File: src/rtl/dma_hs_pkg.sv
package dma_hs_pkg;

   typedef enum logic [2:0] {
      ST_IDLE  = 3'd0,
      ST_WAIT  = 3'd1,
      ST_SRC   = 3'd2,
      ST_DST   = 3'd3,
      ST_DRAIN = 3'd4
   } chan_st_e;

   typedef enum logic [1:0] {
      END_DONE   = 2'd0,
      END_STOP   = 2'd1,
      END_SWOFF  = 2'd2,
      END_BUSERR = 2'd3
   } end_code_e;

   function automatic int unsigned max2(input int unsigned a, input int unsigned b);
      return (a > b) ? a : b;
   endfunction

endpackage

File: src/rtl/dma_hs_ptr.sv
// Address pointer: loads a base, advances by a fixed byte step when enabled.
module dma_hs_ptr #(
   parameter int unsigned AW   = 16,
   parameter int unsigned STEP = 2
) (
   input  logic          clk,
   input  logic          rst_n,
   input  logic          load,
   input  logic [AW-1:0] base,
   input  logic          adv,
   input  logic          inc_en,
   output logic [AW-1:0] ptr
);
   localparam logic [AW-1:0] STEP_V = AW'(STEP);

   logic [AW-1:0] ptr_q;

   always_ff @(posedge clk or negedge rst_n) begin
      if (!rst_n)              ptr_q <= '0;
      else if (load)           ptr_q <= base;
      else if (adv && inc_en)  ptr_q <= ptr_q + STEP_V;
   end

   assign ptr = ptr_q;
endmodule

File: src/rtl/dma_hs_blank.sv
// Request blanking window: busy for WIN clocks after load.
module dma_hs_blank #(
   parameter int unsigned WIN = 4
) (
   input  logic clk,
   input  logic rst_n,
   input  logic load,
   output logic busy
);
   generate
      if (WIN == 1) begin : g_flop
         logic hold_q;
         always_ff @(posedge clk or negedge rst_n) begin
            if (!rst_n) hold_q <= 1'b0;
            else        hold_q <= load;
         end
         assign busy = hold_q;
      end else begin : g_cnt
         localparam int unsigned BW = $clog2(WIN + 1);
         logic [BW-1:0] left_q;
         always_ff @(posedge clk or negedge rst_n) begin
            if (!rst_n)              left_q <= '0;
            else if (load)           left_q <= BW'(WIN);
            else if (left_q != '0)   left_q <= left_q - 1'b1;
         end
         assign busy = (left_q != '0);
      end
   endgenerate
endmodule

File: src/rtl/dma_hs_acc_timer.sv
// Per-access cycle timer: marks first/last cycle, reports remaining cycles.
module dma_hs_acc_timer #(
   parameter int unsigned SRC_CYC = 2,
   parameter int unsigned DST_CYC = 3,
   parameter int unsigned RW      = 2
) (
   input  logic          clk,
   input  logic          rst_n,
   input  logic          run,
   input  logic          is_dst,
   input  logic          ready,
   output logic          first,
   output logic          last,
   output logic [RW-1:0] remain
);
   logic [RW-1:0] cyc_q;
   logic [RW-1:0] len_m1;

   assign len_m1 = is_dst ? RW'(DST_CYC - 1) : RW'(SRC_CYC - 1);
   assign first  = (cyc_q == '0);
   assign last   = (cyc_q == len_m1);
   assign remain = len_m1 - cyc_q;

   always_ff @(posedge clk or negedge rst_n) begin
      if (!rst_n)                     cyc_q <= '0;
      else if (!run || (last && ready)) cyc_q <= '0;
      else if (!last)                 cyc_q <= cyc_q + 1'b1;
   end
endmodule

File: src/rtl/dma_hs_chan.sv
module dma_hs_chan #(
   parameter int unsigned AW         = 16,
   parameter int unsigned DW         = 16,
   parameter int unsigned CW         = 8,
   parameter int unsigned SRC_CYC    = 2,
   parameter int unsigned DST_CYC    = 3,
   parameter int unsigned STEP_BYTES = DW / 8
) (
   input  logic          clk,
   input  logic          rst_n,
   input  logic          req,
   output logic          ack,
   input  logic          stop,
   output logic          eop,
   input  logic          en_set,
   input  logic          en_clr,
   input  logic [AW-1:0] cfg_src,
   input  logic [AW-1:0] cfg_dst,
   input  logic [CW-1:0] cfg_count,
   input  logic          cfg_src_inc,
   input  logic          cfg_dst_inc,
   input  logic          cfg_demand,
   output logic          ch_en,
   output logic [1:0]    ch_status,
   output logic          mem_valid,
   input  logic          mem_ready,
   output logic          mem_write,
   output logic [AW-1:0] mem_addr,
   output logic [DW-1:0] mem_wdata,
   input  logic [DW-1:0] mem_rdata,
   input  logic          mem_err
);
   import dma_hs_pkg::*;

   localparam int unsigned BLANK_WIN = SRC_CYC + DST_CYC - 1;
   localparam int unsigned LEN_MAX   = max2(SRC_CYC, DST_CYC);
   localparam int unsigned RW        = $clog2(LEN_MAX + 1);

   generate
      if (SRC_CYC < 1) begin : g_bad_src
         $error("SRC_CYC must be at least 1");
      end
      if (DST_CYC < 1) begin : g_bad_dst
         $error("DST_CYC must be at least 1");
      end
      if (CW < 1 || AW < 2 || DW < 8) begin : g_bad_width
         $error("CW, AW or DW too small");
      end
      if (STEP_BYTES >= (64'd1 << AW)) begin : g_bad_step
         $error("STEP_BYTES does not fit in AW");
      end
   endgenerate

   chan_st_e      st_q, st_d;
   end_code_e     code_q, code_d;
   logic [RW-1:0] drain_q, drain_d;
   logic [CW-1:0] left_q;
   logic [DW-1:0] data_q;
   logic          src_inc_q, dst_inc_q, demand_q, from_wait_q;

   logic          in_acc, acc_first, acc_last, acc_done, blank_busy;
   logic          end_go, load_cfg, src_adv, dst_adv;
   logic [RW-1:0] acc_remain;
   logic [AW-1:0] src_ptr, dst_ptr;

   assign in_acc   = (st_q == ST_SRC) || (st_q == ST_DST);
   assign acc_done = in_acc && acc_last && mem_ready;

   dma_hs_acc_timer #(.SRC_CYC(SRC_CYC), .DST_CYC(DST_CYC), .RW(RW)) u_timer (
      .clk    (clk),
      .rst_n  (rst_n),
      .run    (in_acc),
      .is_dst (st_q == ST_DST),
      .ready  (mem_ready),
      .first  (acc_first),
      .last   (acc_last),
      .remain (acc_remain)
   );

   dma_hs_blank #(.WIN(BLANK_WIN)) u_blank (
      .clk   (clk),
      .rst_n (rst_n),
      .load  (ack),
      .busy  (blank_busy)
   );

   dma_hs_ptr #(.AW(AW), .STEP(STEP_BYTES)) u_src_ptr (
      .clk    (clk),
      .rst_n  (rst_n),
      .load   (load_cfg),
      .base   (cfg_src),
      .adv    (src_adv),
      .inc_en (src_inc_q),
      .ptr    (src_ptr)
   );

   dma_hs_ptr #(.AW(AW), .STEP(STEP_BYTES)) u_dst_ptr (
      .clk    (clk),
      .rst_n  (rst_n),
      .load   (load_cfg),
      .base   (cfg_dst),
      .adv    (dst_adv),
      .inc_en (dst_inc_q),
      .ptr    (dst_ptr)
   );

   // Next-state logic: stop > software clear > bus error > normal flow.
   always_comb begin
      st_d     = st_q;
      code_d   = END_DONE;
      end_go   = 1'b0;
      drain_d  = drain_q;
      load_cfg = 1'b0;
      src_adv  = 1'b0;
      dst_adv  = 1'b0;
      unique case (st_q)
         ST_IDLE: begin
            if (en_set) begin
               load_cfg = 1'b1;
               st_d     = ST_WAIT;
            end
         end
         ST_WAIT: begin
            if (stop) begin
               end_go = 1'b1;
               code_d = END_STOP;
            end else if (en_clr) begin
               end_go = 1'b1;
               code_d = END_SWOFF;
            end else if (left_q == '0) begin
               end_go = 1'b1;
               code_d = END_DONE;
            end else if (req && !blank_busy) begin
               st_d = ST_SRC;
            end
         end
         ST_SRC, ST_DST: begin
            if (stop) begin
               end_go = 1'b1;
               code_d = END_STOP;
            end else if (en_clr) begin
               end_go = 1'b1;
               code_d = END_SWOFF;
            end else if (acc_done && mem_err) begin
               end_go = 1'b1;
               code_d = END_BUSERR;
            end else if (acc_done) begin
               if (st_q == ST_SRC) begin
                  src_adv = 1'b1;
                  st_d    = ST_DST;
               end else begin
                  dst_adv = 1'b1;
                  if (left_q == CW'(1)) begin
                     end_go = 1'b1;
                     code_d = END_DONE;
                  end else begin
                     st_d = demand_q ? ST_WAIT : ST_SRC;
                  end
               end
            end
         end
         ST_DRAIN: begin
            if (drain_q == '0) st_d = ST_IDLE;
            else               drain_d = drain_q - 1'b1;
         end
         default: st_d = ST_IDLE;
      endcase
      if (end_go) begin
         st_d    = ST_DRAIN;
         drain_d = (code_d == END_STOP && in_acc) ? acc_remain : '0;
      end
   end

   always_ff @(posedge clk or negedge rst_n) begin
      if (!rst_n) begin
         st_q        <= ST_IDLE;
         code_q      <= END_DONE;
         drain_q     <= '0;
         left_q      <= '0;
         data_q      <= '0;
         src_inc_q   <= 1'b0;
         dst_inc_q   <= 1'b0;
         demand_q    <= 1'b0;
         from_wait_q <= 1'b0;
      end else begin
         st_q    <= st_d;
         drain_q <= drain_d;
         if (end_go) code_q <= code_d;
         if (load_cfg) begin
            left_q    <= cfg_count;
            src_inc_q <= cfg_src_inc;
            dst_inc_q <= cfg_dst_inc;
            demand_q  <= cfg_demand;
         end else if (dst_adv) begin
            left_q <= left_q - 1'b1;
         end
         if (src_adv) data_q <= mem_rdata;
         if (st_q == ST_WAIT && st_d == ST_SRC)      from_wait_q <= 1'b1;
         else if (st_q == ST_DST && st_d == ST_SRC)  from_wait_q <= 1'b0;
      end
   end

   assign ack       = (st_q == ST_SRC) && acc_first && from_wait_q;
   assign eop       = (st_q == ST_DRAIN);
   assign ch_en     = (st_q == ST_WAIT) || in_acc;
   assign ch_status = code_q;
   assign mem_valid = in_acc;
   assign mem_write = (st_q == ST_DST);
   assign mem_addr  = (st_q == ST_DST) ? dst_ptr : src_ptr;
   assign mem_wdata = data_q;

endmodule

File: config.mk
export PLATFORM = sky130hd
export DESIGN_NAME = dma_hs_chan
export DESIGN_NICKNAME = d
export VERILOG_FILES = /design/src/rtl/dma_hs_pkg.sv /design/src/rtl/dma_hs_ptr.sv /design/src/rtl/dma_hs_blank.sv /design/src/rtl/dma_hs_acc_timer.sv /design/src/rtl/dma_hs_chan.sv
export SDC_FILE = /design/constraint.sdc
export NUM_CORES = 1
export LEC_CHECK = 0
export BUFFER_PORTS_ARGS = -buffer_cell sky130_fd_sc_hd__buf_2
export CAP_MARGIN = 20
export CORE_MARGIN = 2
export CORE_UTILIZATION = 48
export DETAILED_ROUTE_END_ITERATION = 7
export PLACE_DENSITY = 0.76
export SYNTH_ARGS = -nofsm -noshare
export SYNTH_HDL_FRONTEND = slang
export SYNTH_SLANG_ARGS = --single-unit
File: constraint.sdc
create_clock -name clk -period 3.5 [get_ports clk]
set_clock_uncertainty 0.05 [all_clocks]
set_input_delay 0.7 -clock clk [delete_from_list [all_inputs] [get_ports clk]]
set_output_delay 0.7 -clock clk [all_outputs]
set_load 0.02 [all_outputs]
==> metrics.yaml <==
grt:
  grt_util_met3_pct: 5.873
  met1_usage_pct: 31.17
  grt_max_degree: 38
  use_met2_pct: 37.04
  track_usage_pct: 23.51
  grt_pass1_wl_um: 16660
  overflow: 0
  busiest_layer: "met2"
  grt_pass1_vias: 3572
  antenna_found_initial: 0
synthesis:
  postSynth.asyncResetShare_pct: 100.0
  synth_cells: 465
  synth_most_common_cell: "nand2_1"
  yosysWarnings: 0
  synth.avg_cell_area_um2: 8.796
  yosys_most_used_dff: "dfrtp_1"
  syn_area_um2: 4090
  ys_seq_elements: 72
  synth_edf_count: 0
  ys_seq_area_share_pct: 44.05
  synth_cell_types: 51
  netlist_top_cells_area: "dfrtp_1, nand2_1, xor2_1, mux2_2, o21ai_0"
  synth_top_area_share_pct: 44.05
  synth_common_cells: "nand2_1, dfrtp_1, o21ai_0, nor2_1, xor2_1"
  synth_fp_nets: 541
  synth_top_area_cell: "dfrtp_1"
die:
  die_h_um: 96.31
  start_util_pct: 49.53
  die_w_um: 96.31
  dieArea_um2: 9276
  io_pins: 106
  fp.coreArea_um2: 8258
  rows: 33
pwr:
  combinationalPowerShare_pct: 37.1
  intPower_mw: 1.986
  power_density_nw_per_um2: 689.0
  total_power_mw: 3.394
  seq_power_share_pct: 43.2
  p_leak_nw: 2.405
  p_switching_mw: 1.408
  vdd_drop_max_mv: 0.3039
  netSwitchingFraction_pct: 41.48
  clkPwrFrac_pct: 19.7
route:
  drt_iter0_markers: 257
  postRouteAntennaNets: 0
  wl_um: 10460
  wl_per_cell_um: 15.45
  drc: 0
  num_vias: 3704
  vias_per_cell: 5.471
  dr.pass1.iters: 5
cells_and_area:
  drive_gt1_share_pct: 27.10
  antenna_cells: 0
  area_delta_synth_final_pct: 20.43
  nets: 643
  n_fill_cell: 776
worst_setup_path:
  critPathArrivalTime_ns: 3.26
  worst_setup_path_end_kind: "flip-flop"
  start_kind: "flip-flop"
  rrSetupSlack_ns: 0.46
  crit_fanout: 11
  path_class: "flip-flop to flip-flop"
  reg2reg_from: "st_q[1]"
  worstPathRequired_ns: 3.71
  ff2ff_path_depth: 8
  crit-reg2reg-capture: "u_dst_ptr.ptr[11]"
placement:
  port_buffers: 105
  hpwl_um: 7725
  place_congestion: 0.9116
clock_network:
  cts_max_level: 3
  clockRootBuffer: "clkbuf_8"
  clockBufferDepth: 2
  insertion_delay_ns: 0.36
  post_cts_buffers: 0
  cts_tree: "built"
  cts_resized: 0
  cts_buffers: 9
  hold_buffers: 0
  cts.clk_slew.worst_paths_ns: 0.08
  cts_sinks: 72
timing:
  setup_tns_ns: 0
  slew_viol_final: 0
  rsz0062_at_grt: "false"
  period_share_pct: 86.93
  finalHoldViolCount: 0
  worst_slew_pin_slew_ns: 0.8363
  max_freq_ghz: 0.3287
  max_slew_margin_pct: 44.25
  period_minus_slack_ns: 3.043
  setup_viol: 0
job:
  maxCapViolations: 0
hold_path:
  hold_path.class: "primary input to async pin"
run_status:
  outcome: "completed"
stage by stage:
step                hold WS (ns)  cells  area, um2  setup slack, ns  util [%]
global placement          0.4094    661       4731           0.6493     57.29
floorplan                 0.3544    465       4094           0.1377         -
CTS                       0.4220    677       4926           0.4780     59.65
detailed placement        0.4168    661       4731           0.4889     57.29
finish                    0.3898    677       4926           0.4573     59.65
global route              0.4458    677       4926           0.2876     59.65
metal layers:
metal  wire length, um  share of wire, %
met5                 0                 0
met4               257               2.5
met3               800               7.6
met2              4747                45
met1              4657                45
registers in the layout, summed over array words and instances (netlist names), 2 cells and up:
name,count
st_q,3
u_timer.cyc_q,2
u_src_ptr.ptr,16
u_blank.g_cnt.left_q,3
mem_wdata,16
ch_status,2
drain_q,2
left_q,8
u_dst_ptr.ptr,16
layout make-up:
class	count	area (um2)	area share [%]
multi-input cells	354	2127	43.18
flip-flops and latches	72	1802	36.58
repair buffers	115	613.1	12.45
well taps	105	131.4	2.667
clock buffers	10	127.6	2.591
clock inverters	6	67.56	1.372
inverters	15	57.56	1.168
worst max path at each step:
stage	startpoint	to	slack, ns	cells past startpoint
6_report	st_q[1]	u_dst_ptr.ptr[11]	0.46	8
4_1_cts	st_q[1]	u_dst_ptr.ptr[11]	0.48	8
5_1_grt	st_q[1]	u_dst_ptr.ptr[11]	0.29	8
3_3_place_gp	st_q[1]	u_dst_ptr.ptr[11]	0.65	8
3_5_place_dp	st_q[1]	u_dst_ptr.ptr[11]	0.49	8
2_1_floorplan	st_q[0]	u_dst_ptr.ptr[11]	0.14	14
critical path: stages (launching register included):
cell and delay (ns):
dfrtp_1 0.51, nand3b_4 0.15, clkinv_2 0.07, ha_1 0.43, nand3_1 0.17, or4_4 0.51, or3_1 0.47, or3_1 0.40
a31oi_1 0.21
power by group through the flow:
stage | Clock, mW | Sequential (mW) | Combinational (mW)
after detailed placement | 0 | 1.47 | 1.26
final | 0.668 | 1.47 | 1.26
after CTS | 0.680 | 1.46 | 1.27
after global routing | 0.714 | 1.51 | 1.43
after global placement | 0 | 1.45 | 1.22
after floorplan | 0 | 1.37 | 0.923
logic make-up (layout without fill, tap and decap cells):
logic type / Yosys count / count (layout) / share of synthesized area [%]
and+or+nand+nor: 225 / 225 / 26.77
adders and majority gates: 9 / 9 / 2.753
muxes: 21 / 21 / 5.659
xor gates and xnor gates: 35 / 35 / 7.495
buffers and inverters: 39 / 146 / 3.977
DFF: 72 / 72 / 44.05
AOI/OAI and AO/OA: 64 / 64 / 9.300
cells in the final DEF, fill, tap and decap left out, types with 2 or more instances in the layout:
cell type and instances:
a21oi_1 8, buf_2 105, mux2i_1 4, buf_4 9, nand4b_1 3, or3_1 8, dfrtp_1 72, and2_1 3
inv_1 14, nor4_2 2, a31oi_1 3, nand2_1 118, nand3_1 16, mux2_2 17, nor2_1 22, nand4bb_1 2
xnor2_1 13, nand2b_1 5, nor4_1 10, clkinvlp_4 2, nor3_1 5, o2bb2ai_1 3, clkinv_2 2, clkbuf_8 9
xor2_1 22, nand4_1 13, o21ai_0 36, and3_1 8, ha_1 9, a22oi_1 2
No activity file was read; power rests on OpenSTA's default activity.
